### config.mk
export PLATFORM = sky130hd
export DESIGN_NAME = link_gate_ctrl
export DESIGN_NICKNAME = d
export VERILOG_FILES = /design/src/rtl/lgc_pkg.sv /design/src/rtl/lgc_interval_timer.sv /design/src/rtl/lgc_util_meter.sv /design/src/rtl/lgc_link_fsm.sv /design/src/rtl/link_gate_ctrl.sv
export SDC_FILE = /design/constraint.sdc
export NUM_CORES = 1
export LEC_CHECK = 0
export ABC_CLOCK_PERIOD_IN_PS = 9700
export BUFFER_PORTS_ARGS = -buffer_cell sky130_fd_sc_hd__buf_4
export CAP_MARGIN = 20
export CORE_ASPECT_RATIO = 0.6
export CORE_MARGIN = 2
export CORE_UTILIZATION = 30
export CTS_BUF_LIST = sky130_fd_sc_hd__clkbuf_8
export DETAILED_ROUTE_END_ITERATION = 6
export MAX_ROUTING_LAYER = met4
export PLACE_DENSITY = 0.55
export SYNTH_ARGS = -nofsm -noshare
export SYNTH_HDL_FRONTEND = slang
export SYNTH_SLANG_ARGS = --single-unit
### constraint.sdc
create_clock -name clk -period 9.7 [get_ports clk]
set_input_delay 1.94 -clock clk [delete_from_list [all_inputs] [get_ports clk]]
set_output_delay 1.94 -clock clk [all_outputs]
set_load 0.05 [all_outputs]
### src/rtl/lgc_pkg.sv
package lgc_pkg;

  typedef enum logic [1:0] {
    LS_ON     = 2'd0,
    LS_OFF    = 2'd1,
    LS_WAKING = 2'd2
  } link_state_e;

  // Fixed-point reciprocal of the interval, scaled to full-scale utilization.
  // Rounded up so that a fully busy interval reaches full scale.
  function automatic int unsigned recip_of(input int unsigned interval,
                                           input int unsigned full,
                                           input int unsigned frac_w);
    return ((full << frac_w) + interval - 1) / interval;
  endfunction

  // Busy count times reciprocal, dropped to integer, saturated at full scale.
  function automatic int unsigned scale_util(input int unsigned count,
                                             input int unsigned recip,
                                             input int unsigned frac_w,
                                             input int unsigned full);
    int unsigned prod;
    prod = (count * recip) >> frac_w;
    return (prod > full) ? full : prod;
  endfunction

endpackage

### src/rtl/lgc_interval_timer.sv
module lgc_interval_timer #(
  parameter int unsigned INTERVAL = 100
) (
  input  logic clk,
  input  logic rst_n,
  output logic tick_o
);
  localparam int unsigned TW = (INTERVAL > 1) ? $clog2(INTERVAL) : 1;
  localparam logic [TW-1:0] LAST = TW'(INTERVAL - 1);

  logic [TW-1:0] phase_q;

  assign tick_o = (phase_q == LAST);

  always_ff @(posedge clk) begin
    if (!rst_n)      phase_q <= '0;
    else if (tick_o) phase_q <= '0;
    else             phase_q <= phase_q + 1'b1;
  end
endmodule

### src/rtl/lgc_util_meter.sv
module lgc_util_meter #(
  parameter int unsigned INTERVAL = 100,
  parameter int unsigned UTIL_W   = 5,
  parameter int unsigned FRAC_W   = 16
) (
  input  logic              clk,
  input  logic              rst_n,
  input  logic              tick_i,
  input  logic              xfer_i,
  input  logic              not_ready_i,
  output logic [UTIL_W-1:0] util_o,
  output logic              eligible_o
);
  localparam int unsigned CNT_W = $clog2(INTERVAL + 1);
  localparam int unsigned FULL  = (1 << UTIL_W) - 1;
  localparam int unsigned RECIP = lgc_pkg::recip_of(INTERVAL, FULL, FRAC_W);

  logic [CNT_W-1:0]  busy_q;
  logic              blocked_q;
  logic [CNT_W-1:0]  busy_now_w;
  logic              blocked_now_w;
  logic [UTIL_W-1:0] util_next_w;

  assign busy_now_w    = busy_q + CNT_W'(xfer_i);
  assign blocked_now_w = blocked_q | not_ready_i;
  assign util_next_w   = blocked_now_w ? UTIL_W'(FULL)
                       : UTIL_W'(lgc_pkg::scale_util(32'(busy_now_w), RECIP, FRAC_W, FULL));
  assign eligible_o    = ~blocked_now_w;

  always_ff @(posedge clk) begin
    if (!rst_n) begin
      busy_q    <= '0;
      blocked_q <= 1'b0;
      util_o    <= UTIL_W'(FULL);
    end else if (tick_i) begin
      busy_q    <= '0;
      blocked_q <= 1'b0;
      util_o    <= util_next_w;
    end else begin
      busy_q    <= busy_now_w;
      blocked_q <= blocked_now_w;
    end
  end
endmodule

### src/rtl/lgc_link_fsm.sv
module lgc_link_fsm #(
  parameter int unsigned WAKE_CYCLES = 100
) (
  input  logic clk,
  input  logic rst_n,
  input  logic tick_i,
  input  logic go_off_i,
  output logic ready_o,
  output logic pwr_o,
  output logic wake_done_o
);
  import lgc_pkg::*;
  localparam int unsigned WW = $clog2(WAKE_CYCLES + 1);
  localparam logic [WW-1:0] WAKE_LOAD = WW'(WAKE_CYCLES - 1);

  link_state_e    state_q;
  logic [WW-1:0]  wait_q;

  assign ready_o     = (state_q == LS_ON);
  assign pwr_o       = (state_q != LS_OFF);
  assign wake_done_o = (state_q == LS_WAKING) && (wait_q == '0);

  always_ff @(posedge clk) begin
    if (!rst_n) begin
      state_q <= LS_ON;
      wait_q  <= '0;
    end else begin
      case (state_q)
        LS_ON: begin
          if (tick_i && go_off_i) state_q <= LS_OFF;
        end
        LS_OFF: begin
          if (tick_i && !go_off_i) begin
            state_q <= LS_WAKING;
            wait_q  <= WAKE_LOAD;
          end
        end
        LS_WAKING: begin
          if (tick_i && go_off_i) state_q <= LS_OFF;
          else if (wake_done_o)   state_q <= LS_ON;
          else                    wait_q  <= wait_q - 1'b1;
        end
        default: state_q <= LS_ON;
      endcase
    end
  end
endmodule

### src/rtl/link_gate_ctrl.sv
module link_gate_ctrl #(
  parameter int unsigned NUM_PORTS   = 4,
  parameter int unsigned INTERVAL    = 100,
  parameter int unsigned WAKE_CYCLES = 100,
  parameter int unsigned UTIL_W      = 5,
  parameter int unsigned FRAC_W      = 16
) (
  input  logic                          clk,
  input  logic                          rst_n,
  input  logic [NUM_PORTS-1:0]          flit_req_i,
  input  logic                          thr_valid_i,
  input  logic [UTIL_W-1:0]             thr_i,
  output logic                          rpt_valid_o,
  output logic [NUM_PORTS*UTIL_W-1:0]   rpt_util_o,
  output logic [NUM_PORTS-1:0]          link_pwr_o,
  output logic [NUM_PORTS-1:0]          link_ready_o,
  output logic [NUM_PORTS-1:0]          stall_o
);
  logic                 tick_w;
  logic [NUM_PORTS-1:0] xfer_w;
  logic [NUM_PORTS-1:0] eligible_w;
  logic [NUM_PORTS-1:0] below_w;
  logic [NUM_PORTS-1:0] go_off_w;
  logic [NUM_PORTS-1:0] wake_done_w;
  logic [NUM_PORTS-1:0] pend_off_q;

  lgc_interval_timer #(.INTERVAL(INTERVAL)) u_timer (
    .clk(clk), .rst_n(rst_n), .tick_o(tick_w)
  );

  assign xfer_w  = flit_req_i & link_ready_o;
  assign stall_o = flit_req_i & ~link_ready_o;

  for (genvar p = 0; p < NUM_PORTS; p++) begin : g_port
    lgc_util_meter #(.INTERVAL(INTERVAL), .UTIL_W(UTIL_W), .FRAC_W(FRAC_W)) u_meter (
      .clk(clk), .rst_n(rst_n), .tick_i(tick_w),
      .xfer_i(xfer_w[p]), .not_ready_i(~link_ready_o[p]),
      .util_o(rpt_util_o[p*UTIL_W +: UTIL_W]), .eligible_o(eligible_w[p])
    );

    assign below_w[p]  = eligible_w[p] && (rpt_util_o[p*UTIL_W +: UTIL_W] < thr_i);
    assign go_off_w[p] = thr_valid_i ? below_w[p] : pend_off_q[p];

    lgc_link_fsm #(.WAKE_CYCLES(WAKE_CYCLES)) u_fsm (
      .clk(clk), .rst_n(rst_n), .tick_i(tick_w), .go_off_i(go_off_w[p]),
      .ready_o(link_ready_o[p]), .pwr_o(link_pwr_o[p]), .wake_done_o(wake_done_w[p])
    );
  end

  always_ff @(posedge clk) begin
    if (!rst_n) begin
      pend_off_q  <= '0;
      rpt_valid_o <= 1'b0;
    end else begin
      rpt_valid_o <= tick_w;
      if (tick_w)           pend_off_q <= '0;
      else if (thr_valid_i) pend_off_q <= below_w;
    end
  end
endmodule

==> reports/results.ini, run 1 <==
[yosys]
synth.most_common_cell = inv_1
synth_edf_count = 0
async_flop_share_pct = 0
synth_area_sq_um = 11000
synthTopCellsByArea = ha_1 24%, dfxtp_1 18%, fa_1 18%, inv_1 8.5%, nor2_1 3.3%
yosys.area.top_type = ha_1
synth_flop_cell = dfxtp_1
syn-instance-count = 1242
yosys_register_bits = 100
synth_top_area_share_pct = 23.9
syn_nets = 1565
yosysSeqAreaShare_pct = 18.1
synth_common_cells = 251 x inv_1, 211 x ha_1, 100 x dfxtp_1, 100 x fa_1, 96 x nor2_1
yosys_warnings = 0
postSynthAreaPerCell_sq_um = 8.88
ys_types = 62

[power_and_ir_drop]
p_total_mw = 0.936
p_seq_share_pct = 44.8
cellPowerDensity_nw_per_um2 = 77.7
leakage_nw = 6.30
switching_power_mw = 0.320
p_int_mw = 0.616
p_sw_share_pct = 34.2
p_comb_share_pct = 28.9
peakVddDrop_mv = 0.0553
pwr-share-clk_pct = 26.3

[detailed_routing]
avgRoutedWirePerCell_um = 14.7
ant_nets = 0
dr.pass1.iters = 5
viasPerCell = 4.66
drc = 0
vias = 8208
drt_first_iter_violations = 460
routed_wl_mm = 25.9

[timing]
setup_tns_ps = 0
period_share_pct = 75.8
hold_viol = 0
hold_ws_ps = 453
tightest_slew_ps = 916
slew_violations = 0
slew_headroom_pct = 38.5
final-setup-viol-count = 0
fin_crit_ps = 7350
rsz0062_at_grt = no
max_freq_mhz = 136
fin_skew_ps = 15.2

[worst_setup_path]
critical_path_class = in -> reg
cp_max_fo = 5
cpPeakStageDelay_ps = 590
crit_top_cell = inv_1
slowest_stage = fa_1
cp_data_arrival_time_ps = 7630
crit_buf_inv = 6
critPathCaptureType = flip-flop
crit_family = adder cells
cp.required_ps = 9980
path_cells = buf_4 > and2_1 > ha_1 > ha_1 > xnor2_1 > inv_1 > fa_1 > inv_1 > fa_1 > inv_1 > fa_1 > inv_1 > fa_1 > inv_1 > ha_1 > a21oi_1 > nor2_1 > a211oi_1 > a31oi_1 > o32ai_1 > o21ai_1 > o22a_1
start_kind = primary input

[cells_and_area]
syn_to_final_growth_pct = 9.21
stdcell_count = 1760
n_antenna_cell = 0
fin_area_sq_um = 12000
layout-drive-gt1-share_pct = 6.78
nets = 1602

[place]
dp_cells = 1743
place.gp.congestion = 0.865
post_dp_cell_area_sq_um = 11900
numPortBuffers = 44
place_hpwl_mm = 21.9

[global_routing]
antenna_found_initial = 0
grt_pass1_vias = 8140
grt_pass1_wl_mm = 43.4
track_usage_pct = 14.5
overflow = 0
grt_max_degree = 49

[die]
ios = 45
std_cell_rows = 54
start_util_pct = 30.4
core_sq_um = 36300
die_w_um = 252
die-height_um = 153
die_area_sq_um = 38400

[outcome]
status = complete, no violations

[cts]
cts_buffers = 9
cts_max_level = 3
cts_setup_buffers = 0
root_buffer = clkbuf_8
clock_latency_ps = 390
clock-sinks = 100
cts.path.max_buffers = 2
clkTransAtPathRegs_ps = 100
cts_tree = done
hold_buffers = 0
cts_resized = 0

[job]
cap_violations = 0

[min_path]
min-delay-path-class = reg -> reg

==> flip-flops by register name, summed over array words and instances, names as in the netlist <==
register and count:
rpt_valid_o 1, u_timer.phase_q 7, g_port.u_meter.busy_q 28, pend_off_q 4, g_port.u_fsm.state_q 8, g_port.u_fsm.wait_q 28
g_port.u_meter.blocked_q 4, g_port.u_meter.util_o 20
==> power groups by stage <==
stage	sequential [mW]	combinational (mW)	clock [mW]
3_5_place_dp	0.429	0.272	0
5_1_grt	0.420	0.320	0.272
6_report	0.419	0.271	0.246
3_3_place_gp	0.429	0.266	0
2_1_floorplan	0.428	0.202	0
4_1_cts	0.419	0.276	0.256
==> layout by cell type (no fill, tap or decap), types with 7 or more instances in the layout <==
| cell | Yosys | routed |
|---|---|---|
| nand2b_1 | 12 | 12 |
| nand2_1 | 54 | 53 |
| nor2_1 | 96 | 96 |
| or2_2 | 10 | 10 |
| o21ai_0 | 40 | 40 |
| xnor2_1 | 32 | 32 |
| nand3_1 | 36 | 36 |
| dfxtp_1 | 100 | 100 |
| xor2_1 | 20 | 20 |
| nor2b_1 | 16 | 16 |
| fa_1 | 100 | 100 |
| and2_1 | 7 | 7 |
| ha_1 | 211 | 211 |
| and3_1 | 27 | 27 |
| a21oi_1 | 50 | 50 |
| o22a_1 | 9 | 9 |
| a21o_1 | 17 | 17 |
| inv_1 | 251 | 252 |
| clkbuf_8 | 0 | 9 |
| nor3_1 | 23 | 23 |
| nand4_1 | 9 | 9 |
| buf_4 | 8 | 46 |
| a211oi_1 | 10 | 10 |
| a31oi_1 | 13 | 13 |
| or3_1 | 12 | 12 |
==> stage by stage <==
stage          setup slack, ps  util [%]
6_report                  2350      33.2
5_1_grt                   1920      33.2
3_5_place_dp              1930      32.7
3_3_place_gp              2140      32.7
4_1_cts                   2340      33.2
2_1_floorplan             2720         -
==> cell families (layout without fill, tap and decap cells) <==
kind of cell | count (synthesis) | in the layout | share of synthesized area, %
multiplexers | 2 | 2 | 0.181
XOR/XNOR | 52 | 52 | 4.13
flip-flops | 100 | 100 | 18.1
AND/OR/NAND/NOR | 314 | 314 | 14.1
adder cells (fa/ha/maj) | 311 | 311 | 42.1
buffers and inverters | 272 | 314 | 9.60
AO/OA/AOI/OAI | 191 | 191 | 11.8
==> worst paths after layout <==
path | startpoint | slack, ps | to | cells past startpoint
max | flit_req_i[1] | 2350 | g_port[1].u_meter.util_o[2]$_SDFFE_PN1P_ | 22
min | u_timer.phase_q[0]$_SDFF_PP0_ | 450 | u_timer.phase_q[0]$_SDFF_PP0_ | 1
max reg2reg | g_port[1].u_fsm.state_q[0]$_SDFFE_PN0P_ | 3260 | g_port[1].u_meter.util_o[2]$_SDFFE_PN1P_ | 23
min reg2reg | u_timer.phase_q[0]$_SDFF_PP0_ | 450 | u_timer.phase_q[0]$_SDFF_PP0_ | 1
==> cell type report <==
type | instances | area [sq um]
clock buffer | 9 | 124
clock inverter | 7 | 45.0
fill | 3732 | 24200
inverter | 251 | 942
multi-input combinational | 870 | 7970
sequential | 100 | 2000
tap | 476 | 596
timing repair buffer | 47 | 365
==> metal layers <==
layer  up-vias  wire (um)  global-route usage, %
li1       4196          -                      -
met1      3902      14500                   22.1
met2       101      10600                   20.5
met3         9        727                   2.24
met4         0        113                   1.70
met5         -          0                      -
==> worst reg2reg max path, cell delays in order, from the launching register on <==
cell	delay, ps
dfxtp_1	390
nor2_1	400
and2_1	230
ha_1	210
ha_1	220
nand3_1	110
xor2_1	350
xor2_1	210
ha_1	430
inv_1	80
fa_1	570
inv_1	80
fa_1	500
inv_1	50
fa_1	490
inv_1	40
ha_1	290
a21oi_1	140
nor2b_1	60
o21ai_0	410
a31oi_1	230
o32ai_1	410
o21ai_1	220
o22a_1	210
No activity file was read; power rests on OpenSTA's default activity.
==> run 2, diff against run 1 <==
Settings changed: ABC_AREA set to 1, ABC_CLOCK_PERIOD_IN_PS 9700 to 6900, PLACE_DENSITY 0.55 to 0.54.
Clock period 9.7 ns to 6.9 ns, I/O delays scaled along.
==> reports/results.ini, run 2 <==
[outcome]
status = complete, no violations

[yosys]
synthTopCellsByArea = ha_1 20%, dfxtp_1 15%, fa_1 15%, inv_1 11%, nand2_1 9.4%
synth.most_common_cell = inv_1
postSynthAreaPerCell_sq_um = 7.22  ; -19%
synth_top_area_share_pct = 20.4  ; -3.5 points
async_flop_share_pct = 0  ; unchanged
synth_area_sq_um = 12900  ; +17%
yosys_register_bits = 100  ; unchanged
synth_common_cells = 396 x inv_1, 325 x nand2_1, 211 x ha_1, 211 x nor2_1
synth_edf_count = 0  ; unchanged
yosys_warnings = 0  ; unchanged
yosysSeqAreaShare_pct = 15.5  ; -2.7 points
syn-instance-count = 1792  ; +44%
syn_nets = 2115  ; +35%
synth_flop_cell = dfxtp_1
yosys.area.top_type = ha_1
ys_types = 46  ; -26%

[place]
place_hpwl_mm = 27.8  ; +27%
post_dp_cell_area_sq_um = 13900  ; +18%
pre_cts_ws_ps = -33.1  ; -1960 ps
dp_cells = 2401  ; +38%
numPortBuffers = 44  ; unchanged
place.gp.congestion = 0.937  ; +8.4%

[worst_setup_path]
critical_path_class = in -> reg
critPathCaptureType = flip-flop
cp_data_arrival_time_ps = 6710  ; -920 ps
r2r_start = g_port[3].u_fsm.state_q[0]$_SDFFE_PN0P_
cp_max_fo = 5  ; unchanged
cpPeakStageDelay_ps = 500  ; -90 ps
reg2reg_depth = 34  ; +48%
cp.required_ps = 7240  ; -2740 ps
r2r_setup_slack_ps = 820  ; -2440 ps
start_kind = primary input
timing.rr.end = g_port[3].u_meter.util_o[2]$_SDFFE_PN1P_
slowest_stage = fa_1
crit_top_cell = inv_1

[die]
ios = 45  ; unchanged
std_cell_rows = 58  ; +7.4%
die_w_um = 272  ; +8.2%
start_util_pct = 30.6  ; +0.23 points
die-height_um = 165  ; +8.1%
core_sq_um = 42200  ; +16%
die_area_sq_um = 44900  ; +17%

[timing]
period_share_pct = 92.2
fin_crit_ps = 6360
max_freq_mhz = 157
rsz0062_at_grt = no
slew_violations = 0  ; unchanged
setup_tns_ps = 0  ; unchanged
final-setup-viol-count = 0  ; unchanged
worst_slack_ps = 536  ; -1810 ps
slew_headroom_pct = 54.0  ; +16 points
fin_skew_ps = 18.5  ; +3.33 ps
tightest_slew_ps = 689  ; -226 ps
hold_viol = 0  ; unchanged

[detailed_routing]
dr.pass1.iters = 5  ; unchanged
viasPerCell = 4.52  ; -3.1%
ant_nets = 0  ; unchanged
drt_first_iter_violations = 703  ; +53%
drc = 0  ; unchanged
vias = 10900  ; +33%
avgRoutedWirePerCell_um = 13.4  ; -9.2%
routed_wl_mm = 32.3  ; +25%

[cells_and_area]
nFillCells = 4546  ; +22%
layout-drive-gt1-share_pct = 8.88  ; +2.1 points
reg_top3 = g_port.u_fsm.wait_q: 28 flops, g_port.u_meter.busy_q: 28 flops, g_port.u_meter.util_o: 20 flops
layout_common_cells = 396 x inv_1, 325 x nand2_1, 211 x ha_1
n_antenna_cell = 0  ; unchanged
stdcell_count = 2417  ; +37%
fin_area_sq_um = 14200  ; +18%
syn_to_final_growth_pct = 9.60
final_util_pct = 33.6  ; +0.37 points
nets = 2165  ; +35%
layout_commonest_cell = inv_1

[cts]
cts_buffers = 9  ; unchanged
cts_setup_buffers = 0  ; unchanged
cts_tree = done
cts.path.max_buffers = 2  ; unchanged
root_buffer = clkbuf_8
cts_max_level = 3  ; unchanged
clock_latency_ps = 430  ; +40 ps
clock-sinks = 100  ; unchanged
hold_buffers = 0  ; unchanged
clkTransAtPathRegs_ps = 120  ; +20 ps

[global_routing]
antenna_found_initial = 0  ; unchanged
track_usage_pct = 15.2  ; +0.75 points
overflow = 0  ; unchanged
grt_pass1_vias = 10000  ; +23%
grt_pass1_wl_mm = 52.5  ; +21%
grt_max_degree = 58  ; +18%

[power_and_ir_drop]
p_seq_share_pct = 37.5  ; -7.3 points
switching_power_mw = 0.619  ; +93%
peakVddDrop_mv = 0.0817  ; +48%
cellPowerDensity_nw_per_um2 = 111  ; +42%
leakage_nw = 7.69  ; +22%
p_int_mw = 0.951  ; +54%
p_comb_share_pct = 33.9  ; +5.0 points
p_sw_share_pct = 39.4  ; +5.2 points
pwr-share-clk_pct = 28.5  ; +2.2 points

[job]
cap_violations = 0  ; unchanged

[min_path]
hold_end = g_port[2].u_meter.blocked_q$_SDFF_PP0_
min-delay-path-class = reg -> reg
min_path_cells = 2  ; +1
min-delay-start = g_port[2].u_meter.blocked_q$_SDFF_PP0_

-- run 2: kinds of logic (layout without fill, tap and decap cells) --
logic type	after synthesis	in the layout	synth area share, %
AND/OR/NAND/NOR	775	775	27.1
flip-flops	100	100	15.5
adder cells (fa/ha/maj)	311	311	35.9
buffers and inverters	423	478	12.9
AO/OA/AOI/OAI	154	154	6.51
XOR/XNOR	29	29	2.14
-- run 2: cell type report --
type / count / area [sq um] / area share [%]
multi-input combinational: 1269 / 9290 / 65.5
clock buffer: 9 / 124 / 0.873
clock inverter: 7 / 97.6 / 0.688
sequential: 100 / 2000 / 14.1
timing repair buffer: 57 / 428 / 3.02
inverter: 405 / 1530 / 10.8
tap: 570 / 713 / 5.03
-- run 2: how the worst max path moves through the flow --
stage,start,slack (ps),end
2_1_floorplan,flit_req_i[3],730,g_port[3].u_meter.util_o[1]$_SDFFE_PN1P_
6_report,flit_req_i[2],540,g_port[2].u_meter.util_o[1]$_SDFFE_PN1P_
3_5_place_dp,flit_req_i[3],-30,g_port[3].u_meter.util_o[2]$_SDFFE_PN1P_
4_1_cts,flit_req_i[3],380,g_port[3].u_meter.util_o[2]$_SDFFE_PN1P_
3_3_place_gp,flit_req_i[1],60,g_port[1].u_meter.util_o[4]$_SDFFE_PN1P_
5_1_grt,flit_req_i[3],50,g_port[3].u_meter.util_o[1]$_SDFFE_PN1P_
-- run 2: stage by stage --
stage	power, mW	hold slack, ps
after floorplan	1.00	418
after global placement	1.13	439
after detailed placement	1.13	443
after CTS	1.60	460
after global routing	1.70	487
final	1.57	460
-- run 2: critical path, delay by kind of cell --
family,cells,cell delay (ps)
adders and majority gates,7,2600
and+or+nand+nor,13,1580
AOI/OAI and AO/OA,2,450
buffers and inverters,7,370
xor gates and xnor gates,1,310
-- run 2: timing repair --
item | 4_1_cts | 5_1_grt
resized for setup | 0 | 4
endpoints found under the hold margin | 0 | 0
setup endpoints to repair | 0 | 8
-- run 2: routing by layer --
layer	up-vias	GRT usage, %	share of wire (%)
met1	5002	22.8	54
li1	5666	-	-
met4	0	3.07	1.2
met3	17	3.49	6.3
met2	236	20.5	39
met5	-	-	0
-- run 2: power by group through the flow --
stage	Combinational, mW	Clock (mW)	Sequential, mW
3_3_place_gp	0.524	0	0.602
3_5_place_dp	0.531	0	0.602
5_1_grt	0.620	0.486	0.591
6_report	0.533	0.447	0.589
4_1_cts	0.537	0.469	0.589
2_1_floorplan	0.399	0	0.601
==> run 3, diff against run 2 <==
Settings changed: ABC_CLOCK_PERIOD_IN_PS 6900 to 7400, CTS_BUF_LIST sky130_fd_sc_hd__clkbuf_8 to not set, SKIP_LAST_GASP set to 1.
Clock period 6.9 ns to 7.4 ns, I/O delays scaled along.
==> reports/results.ini, run 3 (synthesis gave the netlist of run 2 again) <==
[place]
post_dp_cell_area_sq_um = 13900  ; -0.48%
pre_cts_ws_ps = 356  ; +390 ps
place_hpwl_mm = 27.8  ; about the same
dp_cells = 2392  ; -0.37%
numPortBuffers = 44  ; unchanged
place.gp.congestion = 0.929  ; -0.87%

[timing]
rsz0062_at_grt = no
period_share_pct = 89.4
final-setup-viol-count = 0  ; unchanged
tightest_slew_ps = 765  ; +75.8 ps
fin_crit_ps = 6610
hold_viol = 0  ; unchanged
worst_slack_ps = 785  ; +249 ps
fin_skew_ps = 9.55  ; -8.98 ps
setup_tns_ps = 0  ; unchanged
slew_headroom_pct = 48.8  ; -5.2 points
max_freq_mhz = 151
slew_violations = 0  ; unchanged

[global_routing]
antenna_found_initial = 0  ; unchanged
grt_pass1_vias = 9983  ; -0.29%
grt_pass1_wl_mm = 52.4  ; -0.20%
grt_max_degree = 62  ; +6.9%
track_usage_pct = 15.2  ; -0.053 points
overflow = 0  ; unchanged

[detailed_routing]
drc = 0  ; unchanged
viasPerCell = 4.52  ; about the same
drt_first_iter_violations = 771  ; +9.7%
ant_nets = 0  ; unchanged
routed_wl_mm = 32.3  ; -0.11%
avgRoutedWirePerCell_um = 13.4  ; +0.27%
vias = 10900  ; -0.43%
dr.pass1.iters = 7  ; +2

[cells_and_area]
reg_top3 = g_port.u_fsm.wait_q: 28 flops, g_port.u_meter.busy_q: 28 flops, g_port.u_meter.util_o: 20 flops
syn_to_final_growth_pct = 9.48
fin_area_sq_um = 14200  ; -0.11%
nFillCells = 4521  ; -0.55%
nets = 2156  ; -0.42%
layout-drive-gt1-share_pct = 8.05  ; -0.83 points
layout_commonest_cell = inv_1
layout_common_cells = 396 x inv_1, 325 x nand2_1, 211 x nor2_1, 211 x ha_1
n_antenna_cell = 0  ; unchanged
stdcell_count = 2408  ; -0.37%

[cts]
cts_setup_buffers = 0  ; unchanged
clkTransAtPathRegs_ps = 80  ; -40 ps
cts_max_level = 3  ; unchanged
cts_tree = done
cts_resized = 0  ; unchanged
clock-sinks = 100  ; unchanged
cts.path.max_buffers = 2  ; unchanged
root_buffer = clkbuf_16
cts_buffers = 9  ; unchanged
hold_buffers = 0  ; unchanged
clock_latency_ps = 380  ; -50 ps

[worst_setup_path]
r2r_start = g_port[3].u_fsm.state_q[0]$_SDFFE_PN0P_
crit_top_cell = inv_1
cpPeakStageDelay_ps = 520  ; +20 ps
timing.rr.end = g_port[3].u_meter.util_o[4]$_SDFFE_PN1P_
critical_path_class = in -> reg
reg2reg_depth = 34  ; unchanged
cp_data_arrival_time_ps = 6900  ; +190 ps
start_kind = primary input
cp.required_ps = 7690  ; +450 ps
slowest_stage = fa_1
critPathCaptureType = flip-flop
cp_max_fo = 5  ; unchanged
r2r_setup_slack_ps = 1220  ; +400 ps

[die]
start_util_pct = 30.6  ; unchanged
std_cell_rows = 58  ; unchanged
die-height_um = 165  ; unchanged
die_w_um = 272  ; unchanged
core_sq_um = 42200  ; unchanged
die_area_sq_um = 44900  ; unchanged
ios = 45  ; unchanged

[power_and_ir_drop]
peakVddDrop_mv = 0.109  ; +34%
cellPowerDensity_nw_per_um2 = 110  ; -1.0%
p_total_mw = 1.55  ; -1.1%
leakage_nw = 7.68  ; -0.14%

[min_path]
hold_end = u_timer.phase_q[0]$_SDFF_PP0_
min_path_cells = 1  ; -1
min-delay-start = u_timer.phase_q[0]$_SDFF_PP0_
min-delay-path-class = reg -> reg

[job]
cap_violations = 0  ; unchanged

[outcome]
status = complete, no violations

==> run 3: where the power goes <==
part	total, mW	internal, mW	switching [mW]
Sequential	0.549	0.545	0.00405
Clock	0.509	0.267	0.242
Combinational	0.494	0.175	0.319
Total	1.55	0.987	0.565
==> run 3: layout make-up <==
class,count,area [sq um],area share [%]
clock inverter,4,56.3,0.397
inverter,405,1530,10.8
multi-input combinational,1269,9270,65.4
sequential,100,2000,14.1
tap,570,713,5.03
timing repair buffer,48,360,2.54
clock buffer,12,236,1.67
==> run 3: worst max-delay path, delay by kind of cell <==
kind	cells	cell delay (ps)
buf+inv	11	750
compound gates	2	350
simple gates	13	1490
xor+xnor	1	270
fa+ha+maj	7	2530
==> run 3: worst max-delay path by stage <==
stage,slack (ps),start,end,depth (start not counted)
5_1_grt,340,flit_req_i[3],g_port[3].u_meter.util_o[1]$_SDFFE_PN1P_,35
3_5_place_dp,360,flit_req_i[3],g_port[3].u_meter.util_o[2]$_SDFFE_PN1P_,34
6_report,790,flit_req_i[3],g_port[3].u_meter.util_o[4]$_SDFFE_PN1P_,34
2_1_floorplan,1130,flit_req_i[3],g_port[3].u_meter.util_o[1]$_SDFFE_PN1P_,33
4_1_cts,740,flit_req_i[3],g_port[3].u_meter.util_o[2]$_SDFFE_PN1P_,34
3_3_place_gp,480,flit_req_i[1],g_port[1].u_meter.util_o[1]$_SDFFE_PN1P_,31
==> run 3: stage by stage <==
stage	utilization, %	hold slack, ps
2_1_floorplan	-	418
3_3_place_gp	32.8	434
3_5_place_dp	32.8	440
4_1_cts	33.5	457
5_1_grt	33.5	488
6_report	33.5	451
==> run 3: per-layer routing <==
metal  share of wire [%]  wire length, um  up-vias  global-route usage (%)
li1                    -                -     5651                       -
met1                  55            17800     4999                    23.6
met2                  38            12400      210                    20.3
met3                 5.8             1870       14                    2.44
met4                0.87              282        0                    2.50
met5                   0                0        -                       -
